### config.mk
export PLATFORM = sky130hd
export DESIGN_NAME = trap_ctrl
export DESIGN_NICKNAME = d
export VERILOG_FILES = /design/src/rtl/trap_pkg.sv /design/src/rtl/trap_priv_check.sv /design/src/rtl/trap_arbiter.sv /design/src/rtl/trap_vec_addr.sv /design/src/rtl/trap_ctrl.sv
export SDC_FILE = /design/constraint.sdc
export NUM_CORES = 1
export LEC_CHECK = 0
export BUFFER_PORTS_ARGS = -buffer_cell sky130_fd_sc_hd__buf_2
export CAP_MARGIN = 20
export CORE_MARGIN = 4
export CORE_UTILIZATION = 53
export CTS_BUF_LIST = sky130_fd_sc_hd__clkbuf_8
export CTS_CLUSTER_DIAMETER = 40
export DETAILED_ROUTE_END_ITERATION = 12
export PLACE_DENSITY = 0.84
export SLEW_MARGIN = 15
export SYNTH_ARGS = -nofsm -noshare
export SYNTH_HDL_FRONTEND = slang
export SYNTH_SLANG_ARGS = --single-unit
### constraint.sdc
create_clock -name clk -period 3.1 [get_ports clk]
set_input_delay 0.465 -clock clk [delete_from_list [all_inputs] [get_ports clk]]
set_output_delay 0.465 -clock clk [all_outputs]
set_load 0.02 [all_outputs]
### src/rtl/trap_pkg.sv
package trap_pkg;

    typedef enum logic [3:0] {
        OP_NONE    = 4'd0,
        OP_SWINT   = 4'd1,
        OP_SYSCALL = 4'd2,
        OP_IRET    = 4'd3,
        OP_RET     = 4'd4,
        OP_SETIE   = 4'd5,
        OP_CLRIE   = 4'd6,
        OP_HALT    = 4'd7,
        OP_TLBINV  = 4'd8,
        OP_WRFLAGS = 4'd9
    } trap_op_e;

    typedef enum logic [2:0] {
        ACT_NONE,
        ACT_TRAP,
        ACT_IRET,
        ACT_RET,
        ACT_SETIE,
        ACT_CLRIE,
        ACT_GRANT,
        ACT_WRFL
    } trap_act_e;

    typedef enum logic {
        ST_IDLE  = 1'b0,
        ST_FETCH = 1'b1
    } trap_state_e;

    // flag bit positions the rest of the core decodes
    localparam int FL_IE = 16;
    localparam int FL_UM = 17;
    localparam int FL_PG = 18;

    // fixed vectors
    localparam int VEC_NMI_N     = 1;
    localparam int VEC_GPF_N     = 4;
    localparam int VEC_SYSCALL_N = 6;

endpackage

### src/rtl/trap_priv_check.sv
module trap_priv_check
    import trap_pkg::*;
(
    input  trap_op_e op,
    input  logic     user_mode,
    output logic     denied
);
    logic needs_sup;

    always_comb begin
        unique case (op)
            OP_SWINT, OP_IRET, OP_SETIE, OP_CLRIE, OP_HALT, OP_TLBINV: needs_sup = 1'b1;
            default:                                                   needs_sup = 1'b0;
        endcase
        denied = needs_sup & user_mode;
    end
endmodule

### src/rtl/trap_arbiter.sv
module trap_arbiter
    import trap_pkg::*;
#(
    parameter int VEC_W = 8
) (
    input  logic             idle,
    input  logic             op_valid,
    input  trap_op_e         op,
    input  logic [VEC_W-1:0] op_vec,
    input  logic             denied,
    input  logic             exc_req,
    input  logic [VEC_W-1:0] exc_vec,
    input  logic             nmi_req,
    input  logic             irq_req,
    input  logic [VEC_W-1:0] irq_vec,
    input  logic             ie,
    output trap_act_e        act,
    output logic [VEC_W-1:0] vec,
    output logic             fault
);
    always_comb begin
        act   = ACT_NONE;
        vec   = '0;
        fault = 1'b0;
        if (idle) begin
            if (nmi_req) begin
                act = ACT_TRAP;
                vec = VEC_W'(VEC_NMI_N);
            end else if (exc_req) begin
                act = ACT_TRAP;
                vec = exc_vec;
            end else if (op_valid) begin
                if (denied) begin
                    act   = ACT_TRAP;
                    vec   = VEC_W'(VEC_GPF_N);
                    fault = 1'b1;
                end else begin
                    unique case (op)
                        OP_SWINT:   begin act = ACT_TRAP; vec = op_vec; end
                        OP_SYSCALL: begin act = ACT_TRAP; vec = VEC_W'(VEC_SYSCALL_N); end
                        OP_IRET:    act = ACT_IRET;
                        OP_RET:     act = ACT_RET;
                        OP_SETIE:   act = ACT_SETIE;
                        OP_CLRIE:   act = ACT_CLRIE;
                        OP_HALT,
                        OP_TLBINV:  act = ACT_GRANT;
                        OP_WRFLAGS: act = ACT_WRFL;
                        default:    act = ACT_NONE;
                    endcase
                end
            end else if (irq_req && ie) begin
                act = ACT_TRAP;
                vec = irq_vec;
            end
        end
    end

    // a privilege fault always resolves to a trap through the protection vector
    always_comb begin
        if (fault) begin
            assert_fault_gpf_R4: assert (act == ACT_TRAP && vec == VEC_W'(VEC_GPF_N));
        end
    end
endmodule

### src/rtl/trap_vec_addr.sv
module trap_vec_addr #(
    parameter int                ADDR_W      = 32,
    parameter int                VEC_W       = 8,
    parameter logic [ADDR_W-1:0] BASE        = '0,
    parameter int                ENTRY_BYTES = 4
) (
    input  logic [VEC_W-1:0]  vec,
    output logic [ADDR_W-1:0] addr
);
    localparam int SH   = $clog2(ENTRY_BYTES);
    localparam bit POW2 = ((1 << SH) == ENTRY_BYTES);

    generate
        if (POW2) begin : g_shift
            assign addr = BASE + (ADDR_W'(vec) << SH);
        end else begin : g_mul
            assign addr = BASE + ADDR_W'(vec) * ADDR_W'(ENTRY_BYTES);
        end
    endgenerate
endmodule

### src/rtl/trap_ctrl.sv
module trap_ctrl
    import trap_pkg::*;
#(
    parameter int              XLEN        = 32,
    parameter int              VEC_W       = 8,
    parameter logic [XLEN-1:0] TABLE_BASE  = 32'h0000_0800,
    parameter int              ENTRY_BYTES = 4,
    parameter int              PROT_HI     = 16
) (
    input  logic             clk,
    input  logic             rst_n,
    input  logic             op_valid,
    input  logic [3:0]       op_code,
    input  logic [VEC_W-1:0] op_vec,
    input  logic [XLEN-1:0]  op_wdata,
    input  logic             exc_req,
    input  logic [VEC_W-1:0] exc_vec,
    input  logic             nmi_req,
    input  logic             irq_req,
    input  logic [VEC_W-1:0] irq_vec,
    input  logic [XLEN-1:0]  cur_ip,
    input  logic [XLEN-1:0]  cur_sp,
    input  logic             desc_valid,
    input  logic [XLEN-1:0]  desc_data,
    output logic [XLEN-1:0]  flags,
    output logic             ip_load,
    output logic [XLEN-1:0]  ip_new,
    output logic             sp_load,
    output logic [XLEN-1:0]  sp_new,
    output logic             desc_req,
    output logic [XLEN-1:0]  desc_addr,
    output logic             prot_fault,
    output logic             priv_grant
);
    localparam logic [XLEN-1:0] LOW_MASK  = {{(XLEN-PROT_HI){1'b0}}, {PROT_HI{1'b1}}};
    localparam logic [XLEN-1:0] IMPL_MASK = LOW_MASK | (XLEN'(1) << FL_IE)
                                          | (XLEN'(1) << FL_UM) | (XLEN'(1) << FL_PG);
    localparam logic [XLEN-1:0] GPF_ADDR  = TABLE_BASE + XLEN'(VEC_GPF_N) * XLEN'(ENTRY_BYTES);

    typedef struct packed {
        trap_state_e     st;
        logic [XLEN-1:0] flags;
        logic [XLEN-1:0] save_ip;
        logic [XLEN-1:0] save_sp;
        logic [XLEN-1:0] save_fl;
        logic [XLEN-1:0] ip_new;
        logic [XLEN-1:0] sp_new;
        logic [XLEN-1:0] desc_addr;
        logic            ip_load;
        logic            sp_load;
        logic            fault;
        logic            grant;
    } regs_t;

    regs_t r_d, r_q;

    trap_op_e         op;
    logic             denied;
    trap_act_e        act;
    logic [VEC_W-1:0] act_vec;
    logic             act_fault;
    logic [XLEN-1:0]  vec_addr;

    assign op = trap_op_e'(op_code);

    trap_priv_check u_priv (
        .op        (op),
        .user_mode (r_q.flags[FL_UM]),
        .denied    (denied)
    );

    trap_arbiter #(.VEC_W(VEC_W)) u_arb (
        .idle     (r_q.st == ST_IDLE),
        .op_valid (op_valid),
        .op       (op),
        .op_vec   (op_vec),
        .denied   (denied),
        .exc_req  (exc_req),
        .exc_vec  (exc_vec),
        .nmi_req  (nmi_req),
        .irq_req  (irq_req),
        .irq_vec  (irq_vec),
        .ie       (r_q.flags[FL_IE]),
        .act      (act),
        .vec      (act_vec),
        .fault    (act_fault)
    );

    trap_vec_addr #(
        .ADDR_W      (XLEN),
        .VEC_W       (VEC_W),
        .BASE        (TABLE_BASE),
        .ENTRY_BYTES (ENTRY_BYTES)
    ) u_addr (
        .vec  (act_vec),
        .addr (vec_addr)
    );

    always_comb begin
        r_d         = r_q;
        r_d.ip_load = 1'b0;
        r_d.sp_load = 1'b0;
        r_d.fault   = 1'b0;
        r_d.grant   = 1'b0;
        if (r_q.st == ST_IDLE) begin
            case (act)
                ACT_TRAP: begin
                    r_d.save_ip      = cur_ip;
                    r_d.save_sp      = cur_sp;
                    r_d.save_fl      = r_q.flags;
                    r_d.flags[FL_IE] = 1'b0;
                    r_d.flags[FL_UM] = 1'b0;
                    r_d.desc_addr    = vec_addr;
                    r_d.fault        = act_fault;
                    r_d.st           = ST_FETCH;
                end
                ACT_IRET: begin
                    r_d.ip_new  = r_q.save_ip;
                    r_d.ip_load = 1'b1;
                    r_d.sp_new  = r_q.save_sp;
                    r_d.sp_load = 1'b1;
                    r_d.flags   = r_q.save_fl;
                end
                ACT_RET: begin
                    r_d.ip_new  = r_q.save_ip;
                    r_d.ip_load = 1'b1;
                end
                ACT_SETIE: r_d.flags[FL_IE] = 1'b1;
                ACT_CLRIE: r_d.flags[FL_IE] = 1'b0;
                ACT_GRANT: r_d.grant = 1'b1;
                ACT_WRFL: begin
                    if (r_q.flags[FL_UM]) begin
                        r_d.flags = (r_q.flags & ~LOW_MASK) | (op_wdata & LOW_MASK);
                    end else begin
                        r_d.flags = op_wdata & IMPL_MASK;
                    end
                end
                default: ;
            endcase
        end else begin
            if (desc_valid) begin
                r_d.ip_new  = desc_data;
                r_d.ip_load = 1'b1;
                r_d.st      = ST_IDLE;
            end
        end
    end

    always_ff @(posedge clk or negedge rst_n) begin
        if (!rst_n) begin
            r_q <= '0;
        end else begin
            r_q <= r_d;
        end
    end

    assign flags      = r_q.flags;
    assign ip_load    = r_q.ip_load;
    assign ip_new     = r_q.ip_new;
    assign sp_load    = r_q.sp_load;
    assign sp_new     = r_q.sp_new;
    assign desc_req   = (r_q.st == ST_FETCH);
    assign desc_addr  = r_q.desc_addr;
    assign prot_fault = r_q.fault;
    assign priv_grant = r_q.grant;

    // handler entry always runs in supervisor mode with interrupts masked
    assert_entry_supervisor_R2: assert property (@(posedge clk) disable iff (!rst_n)
        $rose(desc_req) |-> (!flags[FL_UM] && !flags[FL_IE]));

    // descriptor response ends the fetch and loads the pointer next cycle
    assert_fetch_done_R3: assert property (@(posedge clk) disable iff (!rst_n)
        (desc_req && desc_valid) |=> (ip_load && !desc_req));

    // a protection fault points at the protection entry of the table
    assert_fault_addr_R4: assert property (@(posedge clk) disable iff (!rst_n)
        prot_fault |-> (desc_req && desc_addr == GPF_ADDR));

    // return restores the saved flag word together with both pointers
    assert_iret_restore_R5: assert property (@(posedge clk) disable iff (!rst_n)
        (r_q.st == ST_IDLE && act == ACT_IRET) |=>
            (r_q.flags == $past(r_q.save_fl) && ip_load && sp_load));

    // upper flag half holds while in user mode unless a trap is taken
    assert_user_upper_R8: assert property (@(posedge clk) disable iff (!rst_n)
        (r_q.flags[FL_UM] && act != ACT_TRAP && act != ACT_IRET) |=>
            (r_q.flags[XLEN-1:PROT_HI] == $past(r_q.flags[XLEN-1:PROT_HI])));

    // a masked platform interrupt alone starts no fetch
    assert_irq_masked_R9: assert property (@(posedge clk) disable iff (!rst_n)
        (r_q.st == ST_IDLE && irq_req && !r_q.flags[FL_IE] && !nmi_req && !exc_req && !op_valid)
            |=> !desc_req);
endmodule

==> metrics.csv <==
stage,metric,value,unit
power_and_ir_drop,combPwrFrac,32.6,%
timing,fmax,393,MHz
finish,drive_gt1_share,38.2,%
status,status,"finished, final reports clean",
detailed_routing,drc,0,
place,io_buffers,259,
clocking,cts_buffers,35,
clocking,clock-sinks,206,
floorplan,start_util,53.8,%
timing,finalSetupViolations,0,
floorplan,rows,49,
timing,tns,0,ns
place,gp_congestion,0.825,
detailed_routing,drt_pass1_iterations,4,
floorplan,die-area,20400,um2
clocking,insertion_delay,0.50,ns
synth,ys_ff_latch,206,
power_and_ir_drop,swShare,34.6,%
setup_path,critPathRequiredTime,3.47,ns
finish,final_nets,1155,
clocking,htreeDepth,2,
setup_path,worst_setup_path_start_kind,flip-flop,
power_and_ir_drop,p_per_area,869,nW/um2
synth,netlist.area_leader.share,53.5,%
grt,grt_max_degree,77,
timing,rsz0062_at_grt,false,
clocking,cts_root_buf,clkbuf_8,
detailed_routing,vias_per_cell,5.24,
clocking,clkTransAtPathRegs,0.06,ns
synth,post-synth-top-area-cell,dfrtp_1,
setup_path,ff2ff_path_depth,6,
synth,synth_edf_count,0,
power_and_ir_drop,vdd_ir_drop_max,702,uV
detailed_routing,wl_per_cell,16.7,um
detailed_routing,drt_iter0_drc,228,
finish,synthToLayoutAreaGrowth,13.8,%
power_and_ir_drop,seq_power_share,42.6,%
run,maxCapViolations,0,
grt,first_global_vias,6673,
timing,skew,0.0148,ns
synth,synth_area_per_cell,11.6,um2
setup_path,cp_max_fo,17,
grt,grt.overflow.total,0,
power_and_ir_drop,p_sw,3300,uW
timing,fin_crit_sh,82.0,%
timing,max_slew_margin,51.8,%
power_and_ir_drop,pwr-share-clk,24.9,%
detailed_routing,detail-route-antenna-nets,0,
synth,synthTopCellsByCount,"dfrtp_1, nand2_1, buf_4, mux2_1, mux2_2",
setup_path,cp-end-kind,flip-flop,
setup_path,criticalPathCategory,reg -> reg,
synth,synthCells,833,
power_and_ir_drop,p_leak,0.00585,uW
detailed_routing,wl,20700,um
clocking,ctsResizeCount,0,
clocking,cts_tree,built,
timing,holdWs,0.000239,ns
finish,antennaDiodeCount,0,
synth,synthTopCellsByArea,"dfrtp_1, buf_4, mux2_1",
power_and_ir_drop,power.internal,6240,uW
synth,ys_seq_area_share,53.5,%
timing,layout_setup_ws,0.557,ns
floorplan,io_pins,296,
synth,synth-main-ff-cell,dfrtp_1,
place,place_inst,1184,
timing,drv_slew,0,
clocking,cts_hold_buffers,0,
synth,yosysWarningCount,0,
synth,async_reset_ff_share,100,%
grt,grt.total_usage,20.1,%
floorplan,core-area,17900,um2
floorplan,die_w,143,um
floorplan,die_h,143,um
finish,finalNonFillerCells,1243,
grt,antenna_found_initial,1,
setup_path,critical_path_arrival,2.91,ns
place,place_ws,0.399,ns
place,dp_hpwl,14200,um
timing,worst_pin_slew,0.720,ns
synth,ys_types,54,
clocking,post-cts-setup-buffer-count,0,
power_and_ir_drop,total_power,9530,uW
detailed_routing,vias,6508,
synth,netlist_area,9640,um2
grt,grt_pass1_wl,33300,um
synth,synth.most_common_cell,dfrtp_1,
finish,fillers,1423,
timing,hold_violations,0,
hold_path,hold_path_class,in -> async,
clocking,cts_buffer_depth,3,
timing,period_minus_slack,2.54,ns
==> sequential cells by signal, indices dropped and copies added (netlist names) <==
signal,count
desc_addr,9
sp_new,32
desc_req,1
priv_grant,1
r_q,96
flags,32
ip_new,32
prot_fault,1
sp_load,1
ip_load,1
==> cells by family after synthesis <==
group | Yosys count | synth area share [%]
buf+inv | 177 | 12.8
flops | 206 | 53.5
other cells | 1 | 0.0389
simple gates | 184 | 8.40
compound gates | 116 | 8.32
mux | 149 | 17.0
==> final timing paths <==
| kind | from | endpoint | slack (ns) |
|---|---|---|---|
| hold reg to reg | r_q[162] | sp_new[30] | 0.46 |
| setup / recovery | flags[17] | flags[2] | 0.56 |
| max in group asynchronous | rst_n | r_q[176] | 2.21 |
| hold / removal | rst_n | ip_new[9] | 0.0002 |
| min in group clk | desc_valid | desc_req | 0.19 |
| setup reg to reg | flags[17] | flags[2] | 0.56 |
==> per-layer routing <==
layer / part of all wire (%) / wire, um / up-vias / GRT usage [%]
li1: - / - / 3034 / -
met1: 40 / 8330 / 3181 / 25.8
met3: 9.0 / 1870 / 39 / 6.36
met5: 0.034 / 7 / - / 0
met4: 2.2 / 454 / 2 / 6.75
met2: 49 / 10100 / 252 / 32.5
==> stage by stage <==
stage               utilization [%]  instance area [um2]
global route                   61.3                11000
finish                         61.3                11000
global placement               57.4                10300
detailed placement             57.4                10300
floorplan                         -                 9720
CTS                            61.3                11000
==> layout by cell type, fill, tap and decap left out, types with 7 or more instances in the layout <==
cell type	n
nand2_1	145
o22ai_1	12
inv_1	15
a22o_1	20
conb_1	23
o21ai_0	42
dfrtp_1	205
a21oi_1	11
clkbuf_8	45
buf_2	258
mux2i_1	33
buf_4	9
mux2_2	53
a22oi_1	7
nor2_1	9
mux2_1	63
==> power groups by stage <==
stage,clock network [uW],logic [uW],registers (uW)
3_5_place_dp,0,3130,4090
4_1_cts,2430,3160,4060
6_report,2370,3100,4060
3_3_place_gp,0,3050,4040
5_1_grt,2550,3420,4150
2_1_floorplan,0,2830,3970
==> cell type report <==
class / instances / area, um2 / area share [%]
clock buffers: 44 / 606 / 5.52
flip-flops and latches: 206 / 5160 / 47.0
repair buffers: 273 / 1470 / 13.4
clock inverters: 15 / 83.8 / 0.764
well taps: 229 / 287 / 2.61
multi-input cells: 472 / 3350 / 30.5
inverters: 4 / 15.0 / 0.137
==> critical path: stages (launching register included) <==
cell,delay (ns)
dfrtp_1,0.52
a21oi_1,0.19
and4bb_1,0.25
a2111oi_4,0.41
nand3b_4,0.39
mux2_2,0.37
mux2_1,0.29
Power figures use the tool's default switching activity.
